$ cat src/rtl/icu_pkg.sv
package icu_pkg;

  localparam int unsigned OFS_PENDING = 32'h00;
  localparam int unsigned OFS_ENABLE  = 32'h08;
  localparam int unsigned OFS_MASKED  = 32'h10;
  localparam int unsigned OFS_LEVEL   = 32'h18;
  localparam int unsigned OFS_MODE    = 32'h20;

  typedef enum logic [2:0] {
    REG_NONE,
    REG_PENDING,
    REG_ENABLE,
    REG_MASKED,
    REG_LEVEL,
    REG_MODE
  } reg_kind_e;

  function automatic reg_kind_e decode_ofs(input int unsigned ofs);
    case (ofs)
      OFS_PENDING: return REG_PENDING;
      OFS_ENABLE:  return REG_ENABLE;
      OFS_MASKED:  return REG_MASKED;
      OFS_LEVEL:   return REG_LEVEL;
      OFS_MODE:    return REG_MODE;
      default:     return REG_NONE;
    endcase
  endfunction

endpackage

$ cat src/rtl/icu_msb_find.sv
module icu_msb_find #(
  parameter int W    = 32,
  parameter int IW   = $clog2(W)
) (
  input  logic [W-1:0]  vec,
  output logic [IW-1:0] idx,
  output logic          found
);
  always_comb begin
    idx   = '0;
    found = |vec;
    for (int i = 0; i < W; i++) begin
      if (vec[i]) idx = IW'(i);
    end
  end
endmodule

$ cat src/rtl/icu_bank.sv
module icu_bank
  import icu_pkg::*;
#(
  parameter int LINES = 32,
  parameter int OFS_W = 6,
  parameter int IDX_W = $clog2(LINES)
) (
  input  logic             clk,
  input  logic             rst,
  input  logic [LINES-1:0] req_lines,
  input  logic             wr_en,
  input  logic [OFS_W-1:0] ofs,
  input  logic [LINES-1:0] wdata,
  output logic [LINES-1:0] rd_word,
  output logic             irq,
  output logic [IDX_W-1:0] top_idx,
  output logic             top_vld
);
  reg_kind_e        kind;
  logic [LINES-1:0] pend_q, en_q, mode_q, masked, clr_mask;
  logic [IDX_W-1:0] find_idx;
  logic             find_hit;
  logic             clr_wr;

  assign kind     = decode_ofs(32'(ofs));
  assign clr_wr   = wr_en && (kind == REG_PENDING);
  assign clr_mask = clr_wr ? wdata : '0;
  assign masked   = pend_q & en_q;
  assign irq      = |masked;

  always_ff @(posedge clk) begin
    if (rst) begin
      pend_q <= '0;
      en_q   <= '0;
      mode_q <= '0;
    end else begin
      pend_q <= (pend_q | req_lines) & ~clr_mask;
      if (wr_en && kind == REG_ENABLE) en_q   <= wdata;
      if (wr_en && kind == REG_MODE)   mode_q <= wdata;
    end
  end

  icu_msb_find #(.W(LINES), .IW(IDX_W)) u_find (
    .vec  (masked),
    .idx  (find_idx),
    .found(find_hit)
  );

  always_ff @(posedge clk) begin
    if (rst) begin
      top_idx <= '0;
      top_vld <= 1'b0;
    end else begin
      top_idx <= find_idx;
      top_vld <= find_hit;
    end
  end

  always_comb begin
    case (kind)
      REG_PENDING: rd_word = pend_q;
      REG_ENABLE:  rd_word = en_q;
      REG_MASKED:  rd_word = masked;
      REG_LEVEL:   rd_word = req_lines;
      REG_MODE:    rd_word = mode_q;
      default:     rd_word = '0;
    endcase
  end

  AST_CLEAR_WINS: assert property (@(posedge clk) disable iff (rst)
    clr_wr |=> ((pend_q & $past(wdata)) == '0));

  AST_STICKY_PENDING: assert property (@(posedge clk) disable iff (rst)
    !clr_wr |=> ((pend_q & $past(pend_q)) == $past(pend_q)));

  AST_DISPATCH_TOP: assert property (@(posedge clk) disable iff (rst)
    top_vld |-> (($past(masked) >> top_idx) == LINES'(1)));

endmodule

$ cat src/rtl/icu_banked.sv
module icu_banked #(
  parameter int NUM_BANKS = 5,
  parameter int LINES     = 32,
  parameter int STRIDE    = 40,
  parameter int ADDR_W    = 8,
  parameter int IDX_W     = $clog2(LINES)
) (
  input  logic                       clk,
  input  logic                       rst,
  input  logic [NUM_BANKS*LINES-1:0] irq_lines,
  input  logic [ADDR_W-1:0]          bus_addr,
  input  logic                       bus_wr,
  input  logic [LINES-1:0]           bus_wdata,
  output logic [LINES-1:0]           bus_rdata,
  output logic [NUM_BANKS-1:0]       cpu_irq,
  output logic [NUM_BANKS*IDX_W-1:0] disp_idx,
  output logic [NUM_BANKS-1:0]       disp_valid
);
  localparam int OFS_W = $clog2(STRIDE);

  logic [NUM_BANKS-1:0] bank_hit;
  logic [LINES-1:0]     bank_rd [NUM_BANKS];
  logic [LINES-1:0]     rd_mux;

  for (genvar b = 0; b < NUM_BANKS; b++) begin : g_bank
    localparam int unsigned BASE = b * STRIDE;
    logic [OFS_W-1:0] ofs_b;

    assign bank_hit[b] = (32'(bus_addr) >= BASE) && (32'(bus_addr) < BASE + STRIDE);
    assign ofs_b       = OFS_W'(32'(bus_addr) - BASE);

    icu_bank #(.LINES(LINES), .OFS_W(OFS_W), .IDX_W(IDX_W)) u_bank (
      .clk      (clk),
      .rst      (rst),
      .req_lines(irq_lines[b*LINES +: LINES]),
      .wr_en    (bus_wr && bank_hit[b]),
      .ofs      (ofs_b),
      .wdata    (bus_wdata),
      .rd_word  (bank_rd[b]),
      .irq      (cpu_irq[b]),
      .top_idx  (disp_idx[b*IDX_W +: IDX_W]),
      .top_vld  (disp_valid[b])
    );
  end

  always_comb begin
    rd_mux = '0;
    for (int b = 0; b < NUM_BANKS; b++) begin
      if (bank_hit[b]) rd_mux = rd_mux | bank_rd[b];
    end
  end

  always_ff @(posedge clk) begin
    if (rst) bus_rdata <= '0;
    else     bus_rdata <= rd_mux;
  end

  AST_UNMAPPED_READS_ZERO: assert property (@(posedge clk) disable iff (rst)
    (bank_hit == '0) |=> (bus_rdata == '0));

endmodule

$ cat config.mk
export PLATFORM = sky130hd
export DESIGN_NAME = icu_banked
export DESIGN_NICKNAME = d
export VERILOG_FILES = /design/src/rtl/icu_pkg.sv /design/src/rtl/icu_msb_find.sv /design/src/rtl/icu_bank.sv /design/src/rtl/icu_banked.sv
export SDC_FILE = /design/constraint.sdc
export NUM_CORES = 2
export LEC_CHECK = 0
export BUFFER_PORTS_ARGS = -buffer_cell sky130_fd_sc_hd__buf_2
export CAP_MARGIN = 30
export CORE_ASPECT_RATIO = 0.8
export CORE_MARGIN = 5
export CORE_UTILIZATION = 39
export DETAILED_ROUTE_END_ITERATION = 10
export GPL_TIMING_DRIVEN = 0
export PLACE_DENSITY = 0.62
export SLEW_MARGIN = 0
export SYNTH_ARGS = -nofsm -noshare
export SYNTH_HDL_FRONTEND = slang
export SYNTH_SLANG_ARGS = --single-unit
$ cat constraint.sdc
create_clock -name clk -period 2.9 [get_ports clk]
set_clock_uncertainty 0.1 [all_clocks]
set_input_delay 0.435 -clock clk [delete_from_list [all_inputs] [get_ports clk]]
set_output_delay 0.435 -clock clk [all_outputs]
set_load 0.01 [all_outputs]
# After elaboration in Yosys (flattened, before gate mapping)
# Index checks and enable logic that the tools add are counted.
[word_totals]
reg_bits = 542
inputBits = 203
output_inout_bits = 67
elab_cells = 317
[classes]
n_reduce_logical = 34
eq_ne = 45
bitwise_logic = 24
n_addsub = 4
order_cmp = 9
mux = 175
[ops]
columns = ["cell", "n"]
rows = [
  ["32-bit case mux with 5 select lines", 5],
  ["5-bit 2-to-1 mux", 150],
  ["32-bit bitwise AND", 10],
  ["32-bit 2-to-1 mux", 10],
  ["32-bit OR", 9],
  ["32-bit inverter", 5],
  ["32-bit OR reduction", 5],
  ["3-bit case mux with 5 select lines", 5],
  ["6-bit by 5-bit equality test with 1-bit output, second input constant", 10],
  ["3-bit by 2-bit equality test with 1-bit output, second input constant", 10],
  ["3-bit equality test, second input constant", 10],
  ["6-bit by 4-bit equality test with 1-bit output, second input constant", 5],
  ["6-bit equality test, second input constant", 5],
  ["6-bit logical NOT", 5],
  ["1-bit logical AND", 24],
  ["6-bit subtractor, second input constant", 3],
  ["8-bit by 7-bit >= comparator with 1-bit output, second input constant", 2],
  ["8-bit by 7-bit less-than comparator with 1-bit output, second input constant", 2],
  ["8-bit less-than comparator, second input constant", 2],
  ["3-bit by 1-bit equality test with 1-bit output, second input constant", 5],
  ["8-bit by 6-bit >= comparator with 1-bit output, second input constant", 1],
  ["8-bit >= comparator, second input constant", 1],
  ["8-bit by 6-bit less-than comparator with 1-bit output, second input constant", 1],
  ["6-bit by 5-bit subtractor with 6-bit output, second input constant", 1],
  ["1-bit 2-to-1 mux", 5],
]

# Depth between registers and ports, before layout
[logic_depth]
word_depth = 32
ltp_mapped = 12
ltp_nobuf = 8

# Hierarchy
# Synthesis repeated with hierarchy kept, for this count alone.
[unflattened]
cells_unflattened = 3586
hier_area_um2 = 26957.1
[by_module_without_submodules]
columns = ["module", "seq_area_each_um2", "n_inst", "area_per_inst_um2", "cells_per_inst"]
rows = [
  ["icu_bank", 2042.0, 5, 4591.9, 603],
  ["icu_banked", 640.6, 1, 2164.6, 261],
  ["icu_msb_find", 0.0, 5, 366.6, 62],
]

# Least setup slack after synthesis
# OpenSTA, ideal clock, no wires.
[synth_timing]
path_kind = "input to register"
from = "in bus_addr[4]"
to = "reg bus_rdata[19]"
required_time_ns = 2.668
path_slack_ns = -0.032
cell_stages = 12
path_buffers = 4
setup_time_ns = 0.132
arrival_ns = 2.699
cell_sequence = "buf_2 -> inv_2 -> buf_1 -> ha_1 -> and2_1 -> clkbuf_1 -> clkbuf_1 -> a21o_1 -> a32oi_1 -> o21ai_0 -> a2111oi_0 -> a21oi_1"
[synth_via]
elab_chain_len = 13
word_cells_on_any_way = 86
cone_classes = "add/sub (4); order compare (9); eq/ne (45); mux (15); bitwise (4); reduce/logical (9)"
[synth_lines]
columns = ["item", "line", "rtl"]
rows = [
  ["from (decl)", "icu_banked.sv:11", "input logic [ADDR_W-1:0] bus_addr,"],
  ["6-bit subtractor (tied with other cells)", "icu_banked.sv:30", "assign ofs_b = OFS_W'(32'(bus_addr) - BASE);"],
  ["6-bit equality test (tied with other cells)", "icu_pkg.sv:19", "case (ofs)"],
  ["3-bit case mux with 5 select lines (tied with other cells)", "icu_pkg.sv:19", ""],
  ["3-bit equality test (tied with other cells)", "icu_bank.sv:60", "case (kind)"],
  ["32-bit case mux with 5 select lines / 32-bit 2-to-1 mux (equally long branches)", "icu_bank.sv:60, icu_banked.sv:49", ""],
  ["32-bit OR", "icu_banked.sv:49", "if (bank_hit[b]) rd_mux = rd_mux | bank_rd[b];"],
  ["32-bit 2-to-1 mux", "icu_banked.sv:49", ""],
  ["32-bit OR", "icu_banked.sv:49", ""],
  ["32-bit 2-to-1 mux", "icu_banked.sv:49", ""],
  ["32-bit OR", "icu_banked.sv:49", ""],
  ["32-bit 2-to-1 mux", "icu_banked.sv:49", ""],
  ["32-bit OR", "icu_banked.sv:49", ""],
  ["32-bit 2-to-1 mux *", "icu_banked.sv:49", ""],
  ["to (signal assigned)", "icu_banked.sv:55", "else bus_rdata <= rd_mux;"],
  ["to (decl)", "icu_banked.sv:14", "output logic [LINES-1:0] bus_rdata,"],
]
# Every way passes the cells marked *; elsewhere a longest branch is shown, timed or not.
# A chain may end at the register's enable or synchronous reset.

# Final worst setup path
[layout_timing]
from = "in bus_addr[3]"
to = "reg bus_rdata[30]"
# The elaborated chain is that of the path after synthesis.

==> metrics.txt <==
number of global-route vias before repair 27550; worst-path fanout max 10; Total Wirelength 148500 um; Synth Area in XOR/XNOR 0.001893; FF-to-FF setup slack 0.63 ns; Synth Area in Compound Gates 0.2897; top cells by area, synth dfxtp_1, nand2_1, a21oi_1; Power per Cell Area 538.5 mW/mm2; largest family of logic cells by synthesized area compound AO/OA/AOI/OAI gates; final critical-path required period 3.126 ns; Syn Inst Count 3357; die area 0.07313 mm2; post-detailed-route DRC marker count 0; violations in the final reports setup timing; top_reg_cell synth dfxtp_1; gpl congestion 1.061; wl on met1 55880 um; largest net degree at the start of global routing 20; Site Rows 85; Congestion Overflow GR 0; port bufs 267; setup violators final 41; Post-synth EDFFs 0; Via density 6.344; IO Pins 270; ys async rst share 0; die height 242.9 um; hpwl dp 113300 um; hold_sp irq_lines[0]; final setup margin -0.2262 ns; Final Core Density 0.5000; Vias 30530; Cell Area, Placed 0.02948 mm2; clock root buffer clkbuf_16; Hold Vio Cnt, Final 0; largest area contributor in the netlist dfxtp_1; Pleak 12.33 nW; setup TNS -2.820 ns; crit path DAT 3.51 ns; Mapped Area 0.02644 mm2; Routed WL per cell 30.87 um; post-synthesis simple-gate area fraction 0.1995; RR Endpoint bus_rdata[23]$_SDFF_PP0_; WHS Endpoint g_bank[0].u_bank.pend_q[0]$_SDFF_PP0_; clock latency on the worst-skew pair 0.66 ns; Worst Setup End Kind flop; clock slew at reported path FFs 0.07 ns; post-synthesis cell type count 73; maximum clock rate 319.9 MHz; status finished, violations left; CTS Buffer Depth 3; aggregate global-route resource usage 0.3852; pre-CTS setup slack -2.201 ns; r2r worst-path depth 6; Crit Path Category input port to flop; final instance area 0.03361 mm2; Synth Area in Adders 0.001420; initial antenna violation count 6; CORE AREA 0.06721 mm2; CTS H-tree depth 2; Die X 301.1 um; mux cell area share after synthesis 0.04548; Initial Util 0.3933; Hold Path Depth 3; CTS buffer count 58; worst hold path class input port to flop; Detail Route met3 WL 24010 um; Post-Syn Nets 3563; final slew viol count 0; DR WL met2 58340 um; maximum VDD drop 0.4292 mV; Hold Slack 0.005959 ns; CP required 3.29 ns; global-route wire length before repair 205100 um; Setup crit start kind input port; Pre-antenna DRT Iters 9; Clock Sinks 542; sequential area share after synthesis 0.4104; synthesized area per cell 7.875 um2; share of Yosys cell area claimed by the top area cell type 0.4104; Final Net Count 4057; worst-margin pin slew 1.202 ns; ANT nets after route 0; # Max-Cap Violations 0; Area Overhead vs Synth 27.12%; reg2reg start g_bank[3].u_bank.pend_q[23]$_SDFF_PP0_; Iteration-0 DRC Markers 4944; DR top layer met5; #FFs+latches synth 542; Ys Warns 0; share of layout cells above drive strength 1 0.1732; CTS tree done; relative slew slack 0.1985; Final period util 1.078
-- where the power goes --
group	leakage, nW	switching [mW]	internal (mW)
registers	4.42	0.202	7.61
logic	6.86	1.20	0.567
clock network	1.05	3.45	5.07
-- critical path, cell delays in order --
cell and delay (ns):
buf_2 0.16, buf_6 0.17, nor4_2 0.54, clkbuf_4 0.39, clkbuf_2 0.38, and3_1 0.21
o21ai_0 0.07, a31oi_1 0.49, a311oi_1 0.21, a31oi_1 0.44
-- layout by cell type, fill, tap and decap left out, types with 28 or more instances in the layout --
| master | instances |
|---|---|
| a32oi_1 | 28 |
| nor2_1 | 304 |
| nand2_1 | 729 |
| dfxtp_1 | 542 |
| a21oi_1 | 297 |
| a211oi_1 | 165 |
| a21o_1 | 47 |
| buf_4 | 45 |
| a22o_1 | 41 |
| buf_8 | 31 |
| buf_2 | 341 |
| clkbuf_1 | 144 |
| dlygate4sd3_1 | 122 |
| o2111ai_1 | 29 |
| mux2i_1 | 119 |
| o21ai_0 | 115 |
| clkbuf_16 | 58 |
| nand3_1 | 36 |
| a22oi_1 | 157 |
| and3_1 | 70 |
| a31oi_1 | 80 |
-- routing by layer --
layer,global-route usage,vias to the layer above
met5,0,-
met4,0.2008,10
met3,0.1579,439
met2,0.5373,2448
met1,0.5083,14460
li1,-,13170
-- metrics by stage --
stage,total power [mW],std cells
5_1_grt,18.41,4811
6_report,18.10,4812
3_3_place_gp,9.378,4537
4_1_cts,17.92,4809
3_5_place_dp,9.455,4581
2_1_floorplan,8.524,3357
-- worst max-delay path by stage --
| stage | from | end | slack [ns] | cells past startpoint |
|---|---|---|---|---|
| 2_1_floorplan | bus_addr[4] | g_bank[1].u_bank.en_q[10]$_SDFFE_PP0P_ | 0.04 | 12 |
| 6_report | bus_addr[3] | bus_rdata[30]$_SDFF_PP0_ | -0.23 | 10 |
| 3_3_place_gp | bus_addr[4] | bus_rdata[23]$_SDFF_PP0_ | -3.53 | 13 |
| 3_5_place_dp | bus_addr[4] | bus_rdata[23]$_SDFF_PP0_ | -2.20 | 14 |
| 5_1_grt | g_bank[2].u_bank.pend_q[7]$_SDFF_PP0_ | cpu_irq[2] | -0.006 | 6 |
| 4_1_cts | bus_addr[4] | bus_rdata[23]$_SDFF_PP0_ | -0.05 | 13 |
-- registers in the layout, summed over array words and instances, names as in the netlist --
name / cells
g_bank.u_bank.top_vld: 5
bus_rdata: 32
g_bank.u_bank.en_q: 160
g_bank.u_bank.mode_q: 160
g_bank.u_bank.pend_q: 160
g_bank.u_bank.top_idx: 25
-- timing repair --
item | 4_1_cts | 5_1_grt
hold buffers | 122 | 0
gates resized for setup | 148 | 47
hold endpoints to repair | 122 | 0
pin swaps | 7 | 13
endpoints found under the setup margin | 285 | 61
buffers inserted | 1 | 2
-- layout make-up --
class	instances	area, um2
Timing Repair Buffer	437	3157
Inverter	7	33.78
Tap cell	913	1142
Multi-Input combinational cell	2521	14820
Clock inverter	28	473.0
Buffer	284	1469
Clock buffer	79	1660
Sequential cell	542	10850
Fill cell	6748	33610
Antenna cell	1	2.502
-- cells in the mapped netlist, drive strengths merged (70+ instances only) --
cell,number
a211oi,165
a21oi,312
a22oi,157
a31oi,95
and3,70
buf,118
clkbuf,169
dfxtp,542
mux2i,119
nand2,732
nor2,320
o21ai,132
-- logic make-up after synthesis --
family,after synthesis
adder cells (fa/ha/maj),3
AND/OR/NAND/NOR,1253
buffers and inverters,294
flip-flops,542
AO/OA/AOI/OAI,1141
XOR/XNOR,4
multiplexers,120
Power figures use the tool's default switching activity.
